$ cat src/rtl/spi_bm_pkg.sv
package spi_bm_pkg;

   typedef enum logic [1:0] {
      ST_IDLE  = 2'd0,
      ST_SHIFT = 2'd1,
      ST_HOLD  = 2'd2,
      ST_TRAIL = 2'd3
   } bm_state_e;

   function automatic int sel_width(input int n);
      return (n > 1) ? $clog2(n) : 1;
   endfunction

endpackage

$ cat src/rtl/spi_bm_tick.sv
module spi_bm_tick #(
   parameter int HALF = 5
) (
   input  logic clk,
   input  logic rst,
   input  logic run,
   output logic tick
);
   localparam int CW = (HALF > 1) ? $clog2(HALF) : 1;

   logic [CW-1:0] cnt_q;

   assign tick = run && (cnt_q == CW'(HALF - 1));

   always_ff @(posedge clk) begin
      if (rst || !run || tick) cnt_q <= '0;
      else                     cnt_q <= cnt_q + 1'b1;
   end

   // the count never passes the half-period limit
   p_cnt_limit_r2: assert property (@(posedge clk) disable iff (rst)
      run |-> (cnt_q <= CW'(HALF - 1)));

endmodule

$ cat src/rtl/spi_bm_shift.sv
module spi_bm_shift #(
   parameter int W = 8
) (
   input  logic         clk,
   input  logic         rst,
   input  logic         load,
   input  logic [W-1:0] din,
   input  logic         advance,
   input  logic         capture,
   input  logic         serial_in,
   output logic         serial_out,
   output logic [W-1:0] rx
);
   logic [W-1:0] tx_q;
   logic [W-1:0] rx_q;

   always_ff @(posedge clk) begin
      if (rst)          tx_q <= '0;
      else if (load)    tx_q <= din;
      else if (advance) tx_q <= {tx_q[W-2:0], 1'b0};
   end

   always_ff @(posedge clk) begin
      if (rst)          rx_q <= '0;
      else if (capture) rx_q <= {rx_q[W-2:0], serial_in};
   end

   assign serial_out = tx_q[W-1];
   assign rx         = rx_q;

   // a load and a shift never coincide
   p_no_load_shift_r5: assert property (@(posedge clk) disable iff (rst)
      !(load && advance));

endmodule

$ cat src/rtl/spi_bm_csel.sv
module spi_bm_csel #(
   parameter int N  = 1,
   parameter int SW = 1
) (
   input  logic          en,
   input  logic [SW-1:0] sel,
   output logic [N-1:0]  cs_n
);
   for (genvar i = 0; i < N; i++) begin : g_line
      assign cs_n[i] = ~(en && (sel == SW'(i)));
   end
endmodule

$ cat src/rtl/spi_burst_master.sv
module spi_burst_master
   import spi_bm_pkg::*;
#(
   parameter int SYS_CLK_HZ = 50_000_000,
   parameter int SER_CLK_HZ = 2_000_000,
   parameter int N_TARGETS  = 1,
   parameter int WORD_W     = 8,
   localparam int SEL_W     = sel_width(N_TARGETS)
) (
   input  logic                 clk,
   input  logic                 rst,
   output logic                 sclk_o,
   output logic [N_TARGETS-1:0] cs_n_o,
   output logic                 mosi_o,
   input  logic                 miso_i,
   input  logic [SEL_W-1:0]     tgt_i,
   input  logic [WORD_W-1:0]    tx_data_i,
   input  logic                 tx_last_i,
   input  logic                 tx_valid_i,
   output logic                 tx_ready_o,
   output logic [WORD_W-1:0]    rx_data_o,
   output logic                 rx_valid_o
);
   localparam int HALF = SYS_CLK_HZ / (2 * SER_CLK_HZ);
   localparam int BW   = $clog2(WORD_W + 1);

   initial begin : chk_params
      assert (SER_CLK_HZ * 10 <= SYS_CLK_HZ)
         else $error("serial clock must be at most a tenth of the system clock");
      assert (N_TARGETS >= 1) else $error("need at least one target");
      assert (WORD_W >= 2)    else $error("word must have at least two bits");
   end

   bm_state_e          state_q;
   logic [BW-1:0]      bitn_q;
   logic               last_q;
   logic [SEL_W-1:0]   sel_q;
   logic               sclk_q;
   logic               vld_q;
   logic [WORD_W-1:0]  dout_q;

   logic               tick;
   logic               accept;
   logic               rise;
   logic               fall;
   logic [WORD_W-1:0]  rx_w;
   logic               sel_en;

   assign tx_ready_o = (state_q == ST_IDLE) || (state_q == ST_HOLD);
   assign accept     = tx_valid_i && tx_ready_o;
   assign rise       = (state_q == ST_SHIFT) && tick && !sclk_q;
   assign fall       = (state_q == ST_SHIFT) && tick && sclk_q;
   assign sel_en     = (state_q == ST_SHIFT) || (state_q == ST_HOLD);

   spi_bm_tick #(.HALF(HALF)) tick_i (
      .clk  (clk),
      .rst  (rst),
      .run  ((state_q == ST_SHIFT) || (state_q == ST_TRAIL)),
      .tick (tick)
   );

   spi_bm_shift #(.W(WORD_W)) shift_i (
      .clk        (clk),
      .rst        (rst),
      .load       (accept),
      .din        (tx_data_i),
      .advance    (fall),
      .capture    (rise),
      .serial_in  (miso_i),
      .serial_out (mosi_o),
      .rx         (rx_w)
   );

   spi_bm_csel #(.N(N_TARGETS), .SW(SEL_W)) csel_i (
      .en   (sel_en),
      .sel  (sel_q),
      .cs_n (cs_n_o)
   );

   always_ff @(posedge clk) begin
      if (rst) begin
         state_q <= ST_IDLE;
         bitn_q  <= '0;
         last_q  <= 1'b0;
         sel_q   <= '0;
         sclk_q  <= 1'b0;
         vld_q   <= 1'b0;
         dout_q  <= '0;
      end else begin
         vld_q <= 1'b0;
         unique case (state_q)
            ST_IDLE: begin
               if (accept) begin
                  sel_q   <= tgt_i;
                  last_q  <= tx_last_i;
                  bitn_q  <= '0;
                  state_q <= ST_SHIFT;
               end
            end
            ST_HOLD: begin
               if (accept) begin
                  last_q  <= tx_last_i;
                  bitn_q  <= '0;
                  state_q <= ST_SHIFT;
               end
            end
            ST_SHIFT: begin
               if (rise) begin
                  sclk_q <= 1'b1;
                  bitn_q <= bitn_q + 1'b1;
                  if (bitn_q == BW'(WORD_W - 1)) begin
                     vld_q  <= 1'b1;
                     dout_q <= {rx_w[WORD_W-2:0], miso_i};
                  end
               end else if (fall) begin
                  sclk_q <= 1'b0;
                  if (bitn_q == BW'(WORD_W))
                     state_q <= last_q ? ST_TRAIL : ST_HOLD;
               end
            end
            ST_TRAIL: begin
               if (tick) state_q <= ST_IDLE;
            end
            default: state_q <= ST_IDLE;
         endcase
      end
   end

   assign sclk_o     = sclk_q;
   assign rx_valid_o = vld_q;
   assign rx_data_o  = dout_q;

   // never more than one select line low
   p_one_sel_r3: assert property (@(posedge clk) disable iff (rst)
      $onehot0(~cs_n_o));

   // no serial clock outside a byte
   p_sclk_rest_r2: assert property (@(posedge clk) disable iff (rst)
      ((state_q == ST_IDLE) || (state_q == ST_TRAIL) || (state_q == ST_HOLD)) |-> !sclk_o);

   // acceptance closes the handshake for the next cycle
   p_busy_after_accept_r4: assert property (@(posedge clk) disable iff (rst)
      (tx_valid_i && tx_ready_o) |=> !tx_ready_o);

   // MOSI holds still across a rising serial edge
   p_mosi_hold_r5: assert property (@(posedge clk) disable iff (rst)
      (sclk_o && !$past(sclk_o)) |-> $stable(mosi_o));

   // receive strobe coincides with a fresh rising serial edge
   p_strobe_on_rise_r6: assert property (@(posedge clk) disable iff (rst)
      rx_valid_o |-> (sclk_o && !$past(sclk_o)));

   // strobe is a single-cycle pulse
   p_strobe_single_r6: assert property (@(posedge clk) disable iff (rst)
      rx_valid_o |=> !rx_valid_o);

   // a held select keeps the same line low
   p_sel_steady_r7: assert property (@(posedge clk) disable iff (rst)
      (!(&cs_n_o) && !(&$past(cs_n_o))) |-> $stable(cs_n_o));

   // the captured target stays put for the whole burst
   p_tgt_frozen_r9: assert property (@(posedge clk) disable iff (rst)
      ((state_q != ST_IDLE) && ($past(state_q) != ST_IDLE)) |-> $stable(sel_q));

endmodule

$ cat config.mk
export PLATFORM = sky130hd
export DESIGN_NAME = spi_burst_master
export DESIGN_NICKNAME = d
export VERILOG_FILES = /design/src/rtl/spi_bm_pkg.sv /design/src/rtl/spi_bm_tick.sv /design/src/rtl/spi_bm_shift.sv /design/src/rtl/spi_bm_csel.sv /design/src/rtl/spi_burst_master.sv
export SDC_FILE = /design/constraint.sdc
export NUM_CORES = 1
export LEC_CHECK = 0
export BUFFER_PORTS_ARGS = -buffer_cell sky130_fd_sc_hd__buf_2
export CORE_ASPECT_RATIO = 0.5
export CORE_MARGIN = 3
export CORE_UTILIZATION = 55
export DETAILED_ROUTE_END_ITERATION = 10
export PLACE_DENSITY = 0.78
export REMOVE_ABC_BUFFERS = 1
export SETUP_SLACK_MARGIN = 0.1
export SLEW_MARGIN = 20
export SYNTH_ARGS = -nofsm -noshare
export SYNTH_HDL_FRONTEND = slang
export SYNTH_HIERARCHICAL = 1
export SYNTH_SLANG_ARGS = --single-unit
$ cat constraint.sdc
create_clock -name clk -period 3.6 [get_ports clk]
set_input_delay 0.18 -clock clk [delete_from_list [all_inputs] [get_ports clk]]
set_output_delay 0.18 -clock clk [all_outputs]
set_load 0.05 [all_outputs]
* Word-level counts from Yosys, hierarchy flattened
Cells that the tools add are included.
** Operators by class
- Reduce and logical (&&, ||, !) cells :: 25
- Add/sub/neg operators :: 2
- Mux-type cells :: 15
- Equality and inequality tests :: 12
- Bitwise operators :: 4
** Operators by type and width (number)
- $mux 8 :: 2
- $mux 2 :: 5
- $add 4x1->4 const B :: 2
- $eq 4x4->1 const B :: 2
- $mux 4 :: 2
- $ne 2x2->1 const B :: 4
- $pmux 4 s2 :: 1
- $logic_and 1x1->1 :: 6
- $pmux 2 s3 :: 1
- $reduce_and 2->1 :: 3
- $reduce_and 3->1 :: 2
- $reduce_bool 2->1 :: 3
- $logic_or 1x1->1 :: 5
- $reduce_and 5->1 :: 1
- $eq 2x2->1 const B :: 2
- $eq 4x3->1 const B :: 1
- $mux 1 :: 4
- $ne 2x1->1 const B :: 2
- $not 1->1 :: 4
- $reduce_or 3->1 :: 1
- $eq 2x1->1 const B :: 1
- $logic_not 1->1 :: 2
- $logic_not 2->1 :: 1
- $reduce_or 2->1 :: 1
** Storage, ports and cells
- Bits in registers :: 37
- Output and inout bits :: 13

* Longest topological paths before layout
- Depth in word-level cells :: 8
- Mapped depth :: 10

* Cells and area by module
The synthesis kept the hierarchy.
** Modules (own cells, without submodules)
- spi_burst_master :: area an instance 894.6 sq um, times used 1, sequential area each 360.3 sq um, cells an instance 95
- spi_bm_shift :: area an instance 653.1 sq um, times used 1, sequential area each 320.3 sq um, cells an instance 61
- spi_bm_tick :: area an instance 167.7 sq um, times used 1, sequential area each 80.1 sq um, cells an instance 17
- spi_bm_csel :: area an instance 6.3 sq um, times used 1, sequential area each 0.0 sq um, cells an instance 1

* Worst setup path after synthesis
No wires, ideal clock.
- Path kind :: register to register
- Start :: register state_q[1]
- End :: register dout_q[0] (netlist: rx_data_o[0])
- Data arrival time :: 2138 ps
- Slack :: 1335 ps
- Required time :: 3472 ps
- Buffers on the path :: 1
- Stages on the path, launching flop included :: 10
- Period minus slack after synthesis :: 2265 ps
- Cell sequence :: dfxtp_1 inv_1 ha_1 buf_6 or2_2 nor3b_1 nand3b_4 nor3_4 mux2i_1 nor2_1
** On the way
- Longest elaborated chain between the ends :: 6
** RTL lines
- start, declared :: RTL line spi_burst_master.sv:34 : bm_state_e state_q;
- start signal, assigned :: RTL line spi_burst_master.sv:118 : state_q <= last_q ? ST_TRAIL : ST_HOLD;
- $eq 2x1->1 / $eq 2x2->1 (equally long branches) :: RTL line spi_burst_master.sv:58 : .run ((state_q == ST_SHIFT) || (state_q == ST_TRAIL)),
- $logic_or 1x1->1 * :: RTL line spi_burst_master.sv:58
- $logic_and 1x1->1 * :: RTL line spi_bm_tick.sv:13 : assign tick = run && (cnt_q == CW'(HALF - 1));
- via tick :: RTL line spi_burst_master.sv:42 : logic tick;
- $logic_and 1x1->1 * (2 in series) :: RTL line spi_burst_master.sv:51 : assign rise = (state_q == ST_SHIFT) && tick && !sclk_q;
- $reduce_and 3->1 (no line) *
- end signal, assigned :: RTL line spi_burst_master.sv:113 : dout_q <= {rx_w[WORD_W-2:0], miso_i};
- end, declared :: RTL line spi_burst_master.sv:40 : logic [WORD_W-1:0] dout_q;
The timed path passes the listed nets; every way through them passes the cells marked *.
A chain may end at the register's enable or synchronous reset.

* Worst setup path after layout
- Start :: register state_q[1]
- End :: register dout_q[4] (netlist: rx_data_o[4])
Same word-level chain as after synthesis.

==> flow_summary.toml <==
[detailed_routing]
drc = 0
drtIter0Drc = 38
avgRoutedWirePerCell_um = 12.6
viasPerCell = 5.31
postRouteAntennaNets = 0
vias = 1242
drt-total-wl_um = 2940
drt-pass1-iter-count = 4

[placement]
gp_congestion = 0.775
place_hpwl_um = 2090
post-place-cells = 227
io_buffers = 26

[sta]
final-setup-viol-count = 0
finalClockSkew_ps = 2.02
fmax_mhz = 356
rsz0062_at_grt = "false"
relSlewSlack_pct = 52.7
post-route-period-util_pct = 78.0
tns_ps = 0
hold_viol = 0
finalMaxSlewViolations = 0
worst_pin_slew_ps = 708
fin_crit_ps = 2810

[worst_setup_path]
crit_path_top_delay_cell = "nor3b_1"
crit_buf_inv = 1
cp-start-kind = "flop"
cpLargestDelayFamily = "simple AND/OR/NAND/NOR gates"
reg2reg_from = "state_q[1]"
cp_max_fo = 10
required_ps = 3750
path_cells = "inv_1 -> ha_1 -> or2_2 -> nor3b_1 -> nand3b_4 -> nor3_4 -> mux2i_1 -> nor2_1"
cp-startpoint = "state_q[1]"
arrival_ps = 2960
worstSetupPathType = "flop to flop"
cp_slowest_stage_delay_ps = 590
endpoint_kind = "flop"

[global_route]
grt_pass1_vias = 1189
grt_max_degree = 35
antenna_found_initial = 0
grt_pass1_wl_um = 5170
grt_overflow = 0
grt_use_total_pct = 17.4

[clocking]
root_buffer = "clkbuf_8"
cts_hold_buf = 0
cts_resized = 0
clkLatencyLatePin_ps = 280
post_cts_buffers = 0
cts.sink_count = 37
path_clk_slew_ps = 70
htreeDepth = 2
numCtsBuffers = 5
clockBufferDepth = 2
cts_tree = "built"

[layout]
fill_cells = 218
drive_above_1_share_pct = 22.3
final_cells = 234
layout-area-overhead-vs-synth_pct = 12.8
fin_nets = 219
diodes = 0

[pwr]
power.static_leakage_nw = 0.760
p_seq_share_pct = 44.5
power_switching_uw = 361
max-vdd-ir-drop_mv = 0.355
p_per_area_nw_per_um2 = 562
p_int_uw = 708
power_mw = 1.07
comb_power_share_pct = 28.2
switching_share_pct = 33.8
clkPwrFrac_pct = 27.3

[floorplan]
dieWidth_um = 84.3
start_util_pct = 61.4
die_y_um = 45.2
core_area_sq_um = 2750
die_area_sq_um = 3810
core.rowCount = 13
ioPinCount = 27

[synthesis]
syn_inst = 171
yosysWarnings = 6
netlist_area_sq_um = 1690
syn_avg_cell_area_sq_um = 9.87

[status]
outcome = "finished, final reports clean"

[min_path]
holdCritStartpoint = "tx_last_i"
hold_path.class = "primary input to flop"

[job]
drv_cap = 0
metal layers:
layer	vias up	track usage, %	share of wire [%]
li1	643	-	-
met1	585	21.3	50
met2	12	29.6	46
met3	2	5.46	3.3
met4	0	6.62	0.44
met5	-	0	0
layout make-up:
class | instances | area, sq um | area share [%]
clock buffer | 6 | 82.6 | 4.34
clock inverter | 1 | 7.51 | 0.394
inverter | 10 | 37.5 | 1.97
multi-input combinational | 117 | 860 | 45.1
sequential | 37 | 741 | 38.9
tap | 37 | 46.3 | 2.43
timing repair buffer | 26 | 130 | 6.83
sequential cells by signal, indices dropped and copies added (netlist names):
name,flops
sel_q,1
shift_i/rx,7
sclk_o,1
state_q,2
bitn_q,4
last_q,1
tick_i/cnt_q,4
rx_valid_o,1
rx_data_o,8
shift_i/tx_q,8
power groups by stage:
stage / clock network (mW) / registers, mW / logic (mW)
floorplan: 0 / 0.487 / 0.227
global placement: 0 / 0.482 / 0.294
detailed placement: 0 / 0.484 / 0.301
CTS: 0.300 / 0.475 / 0.302
global route: 0.319 / 0.481 / 0.336
finish: 0.292 / 0.476 / 0.301
through the flow:
stage	hold WS [ps]	setup slack [ps]	util, %	instance area (sq um)
floorplan	242	1250	-	1640
global route	141	536	69.3	1900
finish	142	794	69.3	1900
global placement	418	1000	66.0	1810
detailed placement	429	807	66.0	1810
CTS	134	785	69.3	1900
placed cells by master (no fill, tap or decap), types with 2 or more instances in the layout:
cell	n
dfxtp_1	37
buf_2	26
mux2i_1	23
nor2_1	22
inv_1	10
nand2_1	8
ha_1	8
nor2b_1	8
a211oi_1	7
clkbuf_8	6
a21oi_1	5
nand2b_1	3
nand3_1	3
or2_2	2
a21boi_0	2
o211ai_1	2
o41ai_1	2
a311oi_1	2
nor3_1	2
worst paths after layout:
check / end / slack, ps / cells past startpoint
setup / recovery: rx_data_o[4] / 790 / 8
hold / removal: last_q / 140 / 3
setup reg to reg: rx_data_o[4] / 790 / 8
hold reg to reg: sel_q / 460 / 2
tightest hold or removal path, cell delays in order:
cell	delay [ps]
buf_2	80
mux2i_1	50
nor2_1	70
No activity file was read; power rests on OpenSTA's default activity.
